<file path="config.mk">
export PLATFORM = sky130hd
export DESIGN_NAME = vol_mute_ctrl
export DESIGN_NICKNAME = d
export VERILOG_FILES = /design/src/rtl/vol_mute_ctrl.sv
export SDC_FILE = /design/constraint.sdc
export NUM_CORES = 2
export LEC_CHECK = 0
export ABC_AREA = 1
export CORE_ASPECT_RATIO = 0.9
export CORE_UTILIZATION = 60
export CTS_BUF_LIST = sky130_fd_sc_hd__clkbuf_4
export DETAILED_ROUTE_END_ITERATION = 8
export DONT_BUFFER_PORTS = 1
export GPL_TIMING_DRIVEN = 0
export PLACE_DENSITY = 0.76
export SYNTH_ARGS = -nofsm -noshare
export SYNTH_HDL_FRONTEND = slang
export SYNTH_SLANG_ARGS = --single-unit
</file>
<file path="constraint.sdc">
create_clock -name clk -period 6.5 [get_ports clk]
set_input_delay 0.325 -clock clk [delete_from_list [all_inputs] [get_ports clk]]
set_output_delay 0.325 -clock clk [all_outputs]
set_load 0.02 [all_outputs]
</file>
<file path="src/rtl/vol_mute_ctrl.sv">
module vol_mute_ctrl #(
  parameter int DW        = 16,
  parameter int MAX_ATT   = 64,
  parameter int STEP_MUL  = 29205
) (
  input  logic          clk,
  input  logic          rst_n,
  input  logic          cfg_we,
  input  logic [1:0]    cfg_target,
  input  logic          cfg_kind,
  input  logic [7:0]    cfg_value,
  output logic          cfg_stall,
  input  logic          mono_en,
  input  logic          in_valid,
  input  logic [DW-1:0] in_left,
  input  logic [DW-1:0] in_right,
  output logic          out_valid,
  output logic [DW-1:0] out_left,
  output logic [DW-1:0] out_right
);
  localparam int MUTE_IDX = MAX_ATT + 1;
  localparam int IW       = $clog2(MUTE_IDX + 1);
  localparam int UNITY    = 1 << (DW - 1);

  function automatic logic [DW-1:0] gain_of(input int k);
    int g;
    g = UNITY;
    for (int i = 0; i < k; i++) g = (g * STEP_MUL + UNITY / 2) >>> (DW - 1);
    if (k >= MUTE_IDX) g = 0;
    return g[DW-1:0];
  endfunction

  function automatic logic [DW-1:0] scale(input logic [DW-1:0] s, input logic [DW-1:0] g);
    logic signed [2*DW+1:0] p;
    p = (2*DW+2)'($signed(s)) * (2*DW+2)'($signed({1'b0, g}));
    p = (p + (2*DW+2)'(UNITY / 2)) >>> (DW - 1);
    if (p > (2*DW+2)'(UNITY - 1))        return DW'(UNITY - 1);
    else if (p < -(2*DW+2)'(UNITY))      return DW'(UNITY);
    else                                  return p[DW-1:0];
  endfunction

  function automatic logic [IW-1:0] step_to(input logic [IW-1:0] cur, input logic [IW-1:0] tgt);
    if (cur < tgt)      return cur + 1'b1;
    else if (cur > tgt) return cur - 1'b1;
    else                return cur;
  endfunction

  logic [DW-1:0] gtab [MUTE_IDX+1];
  for (genvar i = 0; i <= MUTE_IDX; i++) begin : g_tab
    assign gtab[i] = gain_of(i);
  end

  logic [IW-1:0] vol_m, vol_l, vol_r;
  logic          mute_r;
  logic [IW-1:0] idx_l, idx_r;
  logic [IW-1:0] tgt_l, tgt_r;
  logic [IW:0]   sum_l, sum_r;
  logic [IW-1:0] wr_vol;
  logic          refuse;
  logic [DW-1:0] src_r;

  assign wr_vol = (cfg_value > 8'(MAX_ATT)) ? IW'(MAX_ATT) : cfg_value[IW-1:0];
  assign refuse = (cfg_target == 2'd3) || (cfg_kind && cfg_target != 2'd0);
  assign sum_l  = {1'b0, vol_m} + {1'b0, vol_l};
  assign sum_r  = {1'b0, vol_m} + {1'b0, vol_r};
  assign tgt_l  = mute_r ? IW'(MUTE_IDX) : (sum_l > (IW+1)'(MAX_ATT)) ? IW'(MAX_ATT) : sum_l[IW-1:0];
  assign tgt_r  = mute_r ? IW'(MUTE_IDX) : (sum_r > (IW+1)'(MAX_ATT)) ? IW'(MAX_ATT) : sum_r[IW-1:0];
  assign src_r  = mono_en ? in_left : in_right;

  always_ff @(posedge clk) begin
    if (!rst_n) begin
      vol_m <= '0; vol_l <= '0; vol_r <= '0; mute_r <= 1'b0;
      cfg_stall <= 1'b0;
    end else begin
      cfg_stall <= cfg_we && refuse;
      if (cfg_we && !refuse) begin
        if (cfg_kind) mute_r <= cfg_value[0];
        else begin
          case (cfg_target)
            2'd0:    vol_m <= wr_vol;
            2'd1:    vol_l <= wr_vol;
            default: vol_r <= wr_vol;
          endcase
        end
      end
    end
  end

  always_ff @(posedge clk) begin
    if (!rst_n) begin
      idx_l <= '0; idx_r <= '0;
      out_valid <= 1'b0; out_left <= '0; out_right <= '0;
    end else begin
      out_valid <= in_valid;
      if (in_valid) begin
        out_left  <= scale(in_left, gtab[idx_l]);
        out_right <= scale(src_r, gtab[idx_r]);
        idx_l     <= step_to(idx_l, tgt_l);
        idx_r     <= step_to(idx_r, tgt_r);
      end
    end
  end

  a_r2_valid_follows: assert property (@(posedge clk) disable iff (!rst_n)
    in_valid |=> out_valid);
  a_r2_no_spurious: assert property (@(posedge clk) disable iff (!rst_n)
    !in_valid |=> !out_valid);
  a_r7_single_step: assert property (@(posedge clk) disable iff (!rst_n)
    !$stable(idx_l) |-> (idx_l == $past(idx_l) + 1'b1 || idx_l + 1'b1 == $past(idx_l)));
  a_r7_hold_idle: assert property (@(posedge clk) disable iff (!rst_n)
    !in_valid |=> $stable(idx_r));
  a_r8_stall_on_refuse: assert property (@(posedge clk) disable iff (!rst_n)
    (cfg_we && cfg_kind && cfg_target != 2'd0) |=> (cfg_stall && $stable(mute_r)));
  a_r9_no_stall_volume: assert property (@(posedge clk) disable iff (!rst_n)
    (cfg_we && !cfg_kind && cfg_target != 2'd3) |=> !cfg_stall);
  a_r6_muted_silent: assert property (@(posedge clk) disable iff (!rst_n)
    (in_valid && idx_l == IW'(MUTE_IDX)) |=> out_left == '0);
  a_r10_mono_equal: assert property (@(posedge clk) disable iff (!rst_n)
    (in_valid && mono_en && idx_l == idx_r) |=> out_left == out_right);
endmodule

</file>
Yosys cells after proc, flatten, opt, wreduce, memory -nomap -nowiden
Memory sizes are Yosys's and may differ from the RTL's.
Index checks and enable logic that the tools add are counted.
{"block": "op_classes", "addsub": 8, "n_mul": 2, "n_lt_le_gt_ge": 13, "eq_ne": 2, "mux": 18, "bitwise_logic": 4, "n_reduce_logical": 16}
{"operator": "$mux 16", "n": 9}
{"operator": "$add 33x16->34 const B", "n": 2}
{"operator": "$mul 16x17->33", "n": 2}
{"operator": "$mux 7", "n": 9}
{"operator": "$gt 19x16->1 const B", "n": 2}
{"operator": "$lt 19x16->1 const B", "n": 2}
{"operator": "$gt 8x7->1 const B", "n": 3}
{"operator": "$add 7x7->8", "n": 2}
{"operator": "$ge 8x8->1 const B", "n": 2}
{"operator": "$not 7->8", "n": 2}
{"operator": "$add 7x1->7 const B", "n": 2}
{"operator": "$gt 7x7->1", "n": 2}
{"operator": "$lt 7x7->1", "n": 2}
{"operator": "$sub 7x1->7 const B", "n": 2}
{"operator": "$reduce_and 3->1", "n": 3}
{"operator": "$reduce_and 2->1", "n": 3}
{"operator": "$reduce_bool 2->1", "n": 3}
{"operator": "$logic_and 1x1->1", "n": 3}
{"operator": "$eq 2x1->1 const B", "n": 1}
{"operator": "$eq 2x2->1 const B", "n": 1}
{"operator": "$logic_not 2->1", "n": 1}
{"operator": "$not 1->1", "n": 2}
{"operator": "$reduce_or 2->1", "n": 1}
{"operator": "$logic_not 1->1", "n": 1}
{"operator": "$logic_or 1x1->1", "n": 1}
{"block": "totals", "register_bits": 70, "romBits": 4096, "input_bits": 48, "out_inout_bits": 34, "wordCells": 75, "mem_count": 2}
{"name": "(no name shown)", "words": 128, "width": 16, "rd": 1, "rd_clocked_by_memory_dff": 0, "wr": 0, "line_no": "97", "text": "out_right <= scale(src_r, gtab[idx_r]);"}
{"name": "(no name shown)", "words": 128, "width": 16, "rd": 1, "rd_clocked_by_memory_dff": 0, "wr": 0, "line_no": "96", "text": "out_left <= scale(in_left, gtab[idx_l]);"}

Longest topological paths before layout
{"block": "depth", "depth_word": 9, "depth_mapped": 44, "mapped_depth_nobuf": 43}

Worst setup path after synthesis
Ideal clock, no wire load.
{"block": "synth_path", "path_type": "flip-flop to flip-flop", "from": "reg idx_l[0]", "to": "reg out_left[5]", "setup_ns": 0.122, "arrival_time_ns": 7.131, "required_time_ns": 6.378, "slack_ns": -0.753, "path_stages_with_launch": 40, "n_path_buf": 2, "synth_period_minus_slack_ns": 7.253, "cell_sequence": "dfxtp_1 inv_2 ha_1 nand2_1 nand2_1 nand2_1 nand2_1 o2111ai_1 nand2_1 inv_1 clkbuf_1 nor2_1 fa_1 inv_1 fa_1 fa_1 inv_1 fa_1 [... 4 more ...] ha_1 a21oi_1 inv_1 a21oi_1 inv_1 a21oi_1 inv_1 a21oi_1 nand2_1 nand2_1 nand3_1 nand2_1 nand3_1 a21oi_1 nand2_2 nand3_4 buf_6 a21oi_2"}
{"block": "synth_via", "elab_chain_cells": 9, "elab_cells_between_ends": 10, "classes_between": "add/sub: 1; mul: 1; order compare: 2; mux: 4; bitwise: 1; memory: 1"}
{"item": "from (decl)", "line_no": "55", "text": "logic [IW-1:0] idx_l, idx_r;"}
{"item": "from (signal assigned)", "line_no": "98", "text": "idx_l <= step_to(idx_l, tgt_l);"}
{"item": "$not 7->8 (not written as such) (*)", "line_no": "96"}
{"item": "$mem_v2 128x16 (*)"}
{"item": "$mux 16 (not written as such) (*) (2 in a row)", "line_no": "96"}
{"item": "$mul 16x17->33 (*)", "line_no": "35", "text": "p = (2*DW+2)'($signed(s)) * (2*DW+2)'($signed({1'b0, g}));"}
{"item": "$add 33x16->34 (*)", "line_no": "36", "text": "p = (p + (2*DW+2)'(UNITY / 2)) >>> (DW - 1);"}
{"item": "$lt 19x16->1", "line_no": "38", "text": "else if (p < -(2*DW+2)'(UNITY)) return DW'(UNITY);"}
{"item": "$mux 16", "line_no": "38"}
{"item": "$mux 16 (*)", "line_no": "37", "text": "if (p > (2*DW+2)'(UNITY - 1)) return DW'(UNITY - 1);"}
{"item": "to (signal assigned)", "line_no": "96"}
{"item": "to (decl)", "line_no": "18", "text": "output logic [DW-1:0] out_left,"}
Mark *: on every way between the ends. The rest lies on a longest branch, timed or not. The select of a mux whose other input is x is not followed.
A chain may end at the register's enable or synchronous reset.

Worst setup path in the final report
{"block": "layout_path", "from": "reg idx_l[0]", "to": "reg out_left[12]"}
The elaborated chain is that of the path after synthesis.

==> impl_metrics.yaml <==
yosys:
  synth_nets: 4155
  avgSynthCellArea_um2: 7.179
  ys_seq_area_share_pct: 5.714
  netlist_instances: 3416
  ys_types: 57
  syn_area_mm2: 0.02452
  synth_warnings: 0
  synth-async-reset-ratio_pct: 0
  synth_edf_count: 0
  ys_seq_elements: 70
  synth_ff_type: "dfxtp_1"
finish:
  nets: 4373
  multi_input_area_mm2: 0.02234
  fillerInstances: 2962
  layout-drive-gt1-share_pct: 23.52
  final_common_cell: "inv_1"
  regArea_mm2: 0.001438
  area_growth_pct: 23.08
  final_cells: 4173
  mostFrequentLayoutCells: "inv_1, nand2_1, nor2_1"
hold_path:
  hold_path.class: "input pin to flip-flop"
  hold_start: "rst_n"
  hold_depth: 2
  holdPathEnd: "vol_r[1]"
worst_setup_path:
  cp_max_fo: 8
  arrival_ps: 7840
  r2r-start: "idx_l[0]"
  slowest_delay_ps: 570
  end_kind: "flip-flop"
  crit_required_ps: 6820
  critPathLaunchType: "flip-flop"
  r2r_slack_ps: -1020
  rr_worst_depth: 41
  r2r-end: "out_left[12]"
  crit_type: "flip-flop to flip-flop"
  cp_slowest_cell: "fa_2"
floorplanning:
  io_pins: 82
  die_w_um: 215.1
  core_area_mm2: 0.03989
  dieArea_mm2: 0.04169
  die_y_um: 193.8
  rows: 69
  start_util_pct: 61.49
placement:
  dp_hpwl_mm: 65.87
  place_inst: 3948
  place_congestion: 1.032
  portBuffers: 0
sta:
  fin_ws_ps: -1020
  finalSetupTns_ps: -28000
  worstMarginPinSlew_ps: 1174
  setup_violations: 32
  period_minus_slack_ps: 7520
  maxSlewHeadroom_pct: 21.21
  drv_slew: 0
  fin_worst_skew_ps: 24.09
  fmax_ghz: 0.1330
  rsz0062_at_grt: "yes"
  finalHoldViolCount: 0
  fin_crit_sh_pct: 115.7
global_route:
  grt_pass1_wl_mm: 133.4
  grtUsageTotal_pct: 40.52
  first_global_vias: 25040
  antenna_found_initial: 4
  grt_max_degree: 13
  grt_overflow_total: 0
detailed_routing:
  dr.first_iter.drc_count: 2605
  wl_per_cell_um: 20.33
  drc_errors: 0
  avgViaCountPerCell: 5.907
  vias: 24650
  wirelength_mm: 84.84
  drt_first_pass_iters: 9
  ant_nets: 0
clock_tree:
  htree_levels: 3
  clk_path_buf_depth: 2
  clk_pin_slew_ps: 130
  cts_root_buffer: "clkbuf_4"
  cts_tree: "done"
  clock_sinks: 70
  cts-buffers-inserted: 9
  clock_latency_ps: 450
outcome:
  violations: "setup timing"
  status: "finished, violations left"
job:
  cap_violations: 0
==> registers in the layout, indices dropped and copies added, names as in the netlist <==
signal / flops
vol_r: 7
out_valid: 1
idx_r: 7
idx_l: 7
vol_l: 7
cfg_stall: 1
vol_m: 7
out_left: 16
mute_r: 1
out_right: 16
==> timing repair <==
action / 4_1_cts / 5_1_grt
resized for setup: 439 / 299
pin swaps: 126 / 111
hold buffers: 1 / 0
endpoints found under the hold margin: 1 / 0
setup endpoints to repair: 32 / 32
buffers inserted: 157 / 48
gates cloned: 4 / 0
==> through the flow <==
step | hold slack, ps | utilization [%] | setup slack, ps | area, µm²
CTS | 1.635 | 72.31 | -816.8 | 28840
finish | 17.71 | 75.68 | -1020 | 30190
detailed placement | 470.9 | 64.56 | -1801 | 25750
global route | 24.54 | 75.67 | -1261 | 30180
global placement | 460.0 | 64.56 | -1783 | 25750
floorplan | 447.6 | - | -79.11 | 25090
==> synthesized netlist by cell type, types with 7 or more instances <==
master      n  area (µm²)
nand2_2    12       75.07
a21oi_2    20       175.2
nand2_1   642        2410
nand3_1   114       570.6
o21ai_1    13       65.06
inv_1     722        2710
ha_1      299        3741
nor3_1     26       130.1
nand4_1    10       62.56
nor2_1    454        1704
a21oi_1   212        1061
o21ai_0   154       770.7
dfxtp_1    70        1401
xor2_1     22       192.7
fa_1      392        7848
o21a_1     16       120.1
clkbuf_1   65       244.0
xnor2_1     7       61.31
a31oi_1    18       112.6
buf_2       8       40.04
buf_6       7       78.83
clkinv_1   16       60.06
inv_2      17       63.81
o211ai_1    9       67.56
==> layout make-up <==
class                      instances  area share [%]
inverter                         756           10.00
buffer                            87           2.562
sequential                        70           4.763
clock buffer                      11          0.2736
antenna                            2         0.01658
timing repair buffer             208           5.903
multi-input combinational       2502           74.00
clock inverter                     5          0.2777
tap                              532           2.205
==> layer usage <==
metal  wire, µm  part of all wire (%)  up-vias  global-route usage [%]
li1           -                     -    10960                       -
met1      34920                    41    11910                   56.82
met2      36650                    43     1506                   61.57
met3      10040                    12      274                   9.286
met4       3219                   3.8        2                   14.05
met5         13                 0.015        -                       0
==> worst max-delay path by stage <==
stage,from,to,depth (start not counted)
2_1_floorplan,idx_r[0],out_right[13],43
3_3_place_gp,idx_r[4],out_right[13],35
3_5_place_dp,idx_r[4],out_right[11],34
4_1_cts,idx_l[1],out_left[11],40
5_1_grt,idx_l[0],out_left[12],37
6_report,idx_l[0],out_left[12],41
==> worst max-delay path, delay by kind of cell, from the launching register on <==
kind | cells | cell delay, ps
buf+inv | 12 | 1130
compound gates | 6 | 750
fa+ha+maj | 8 | 3600
flops | 1 | 430
simple gates | 15 | 1410
==> kinds of logic (layout without fill, tap and decap cells) <==
logic type	count (synthesis)	count (layout)	share of synthesized area, %
AOI/OAI and AO/OA	486	486	11.16
adders and majority gates	691	691	47.25
buffers and inverters	844	1067	13.23
xor gates and xnor gates	32	32	1.235
and+or+nand+nor	1293	1293	21.41
other	0	2	0
DFF	70	70	5.714
Power is not shown: default switching activity piles up to over one toggle a cycle in this logic, so the estimate is an artifact.
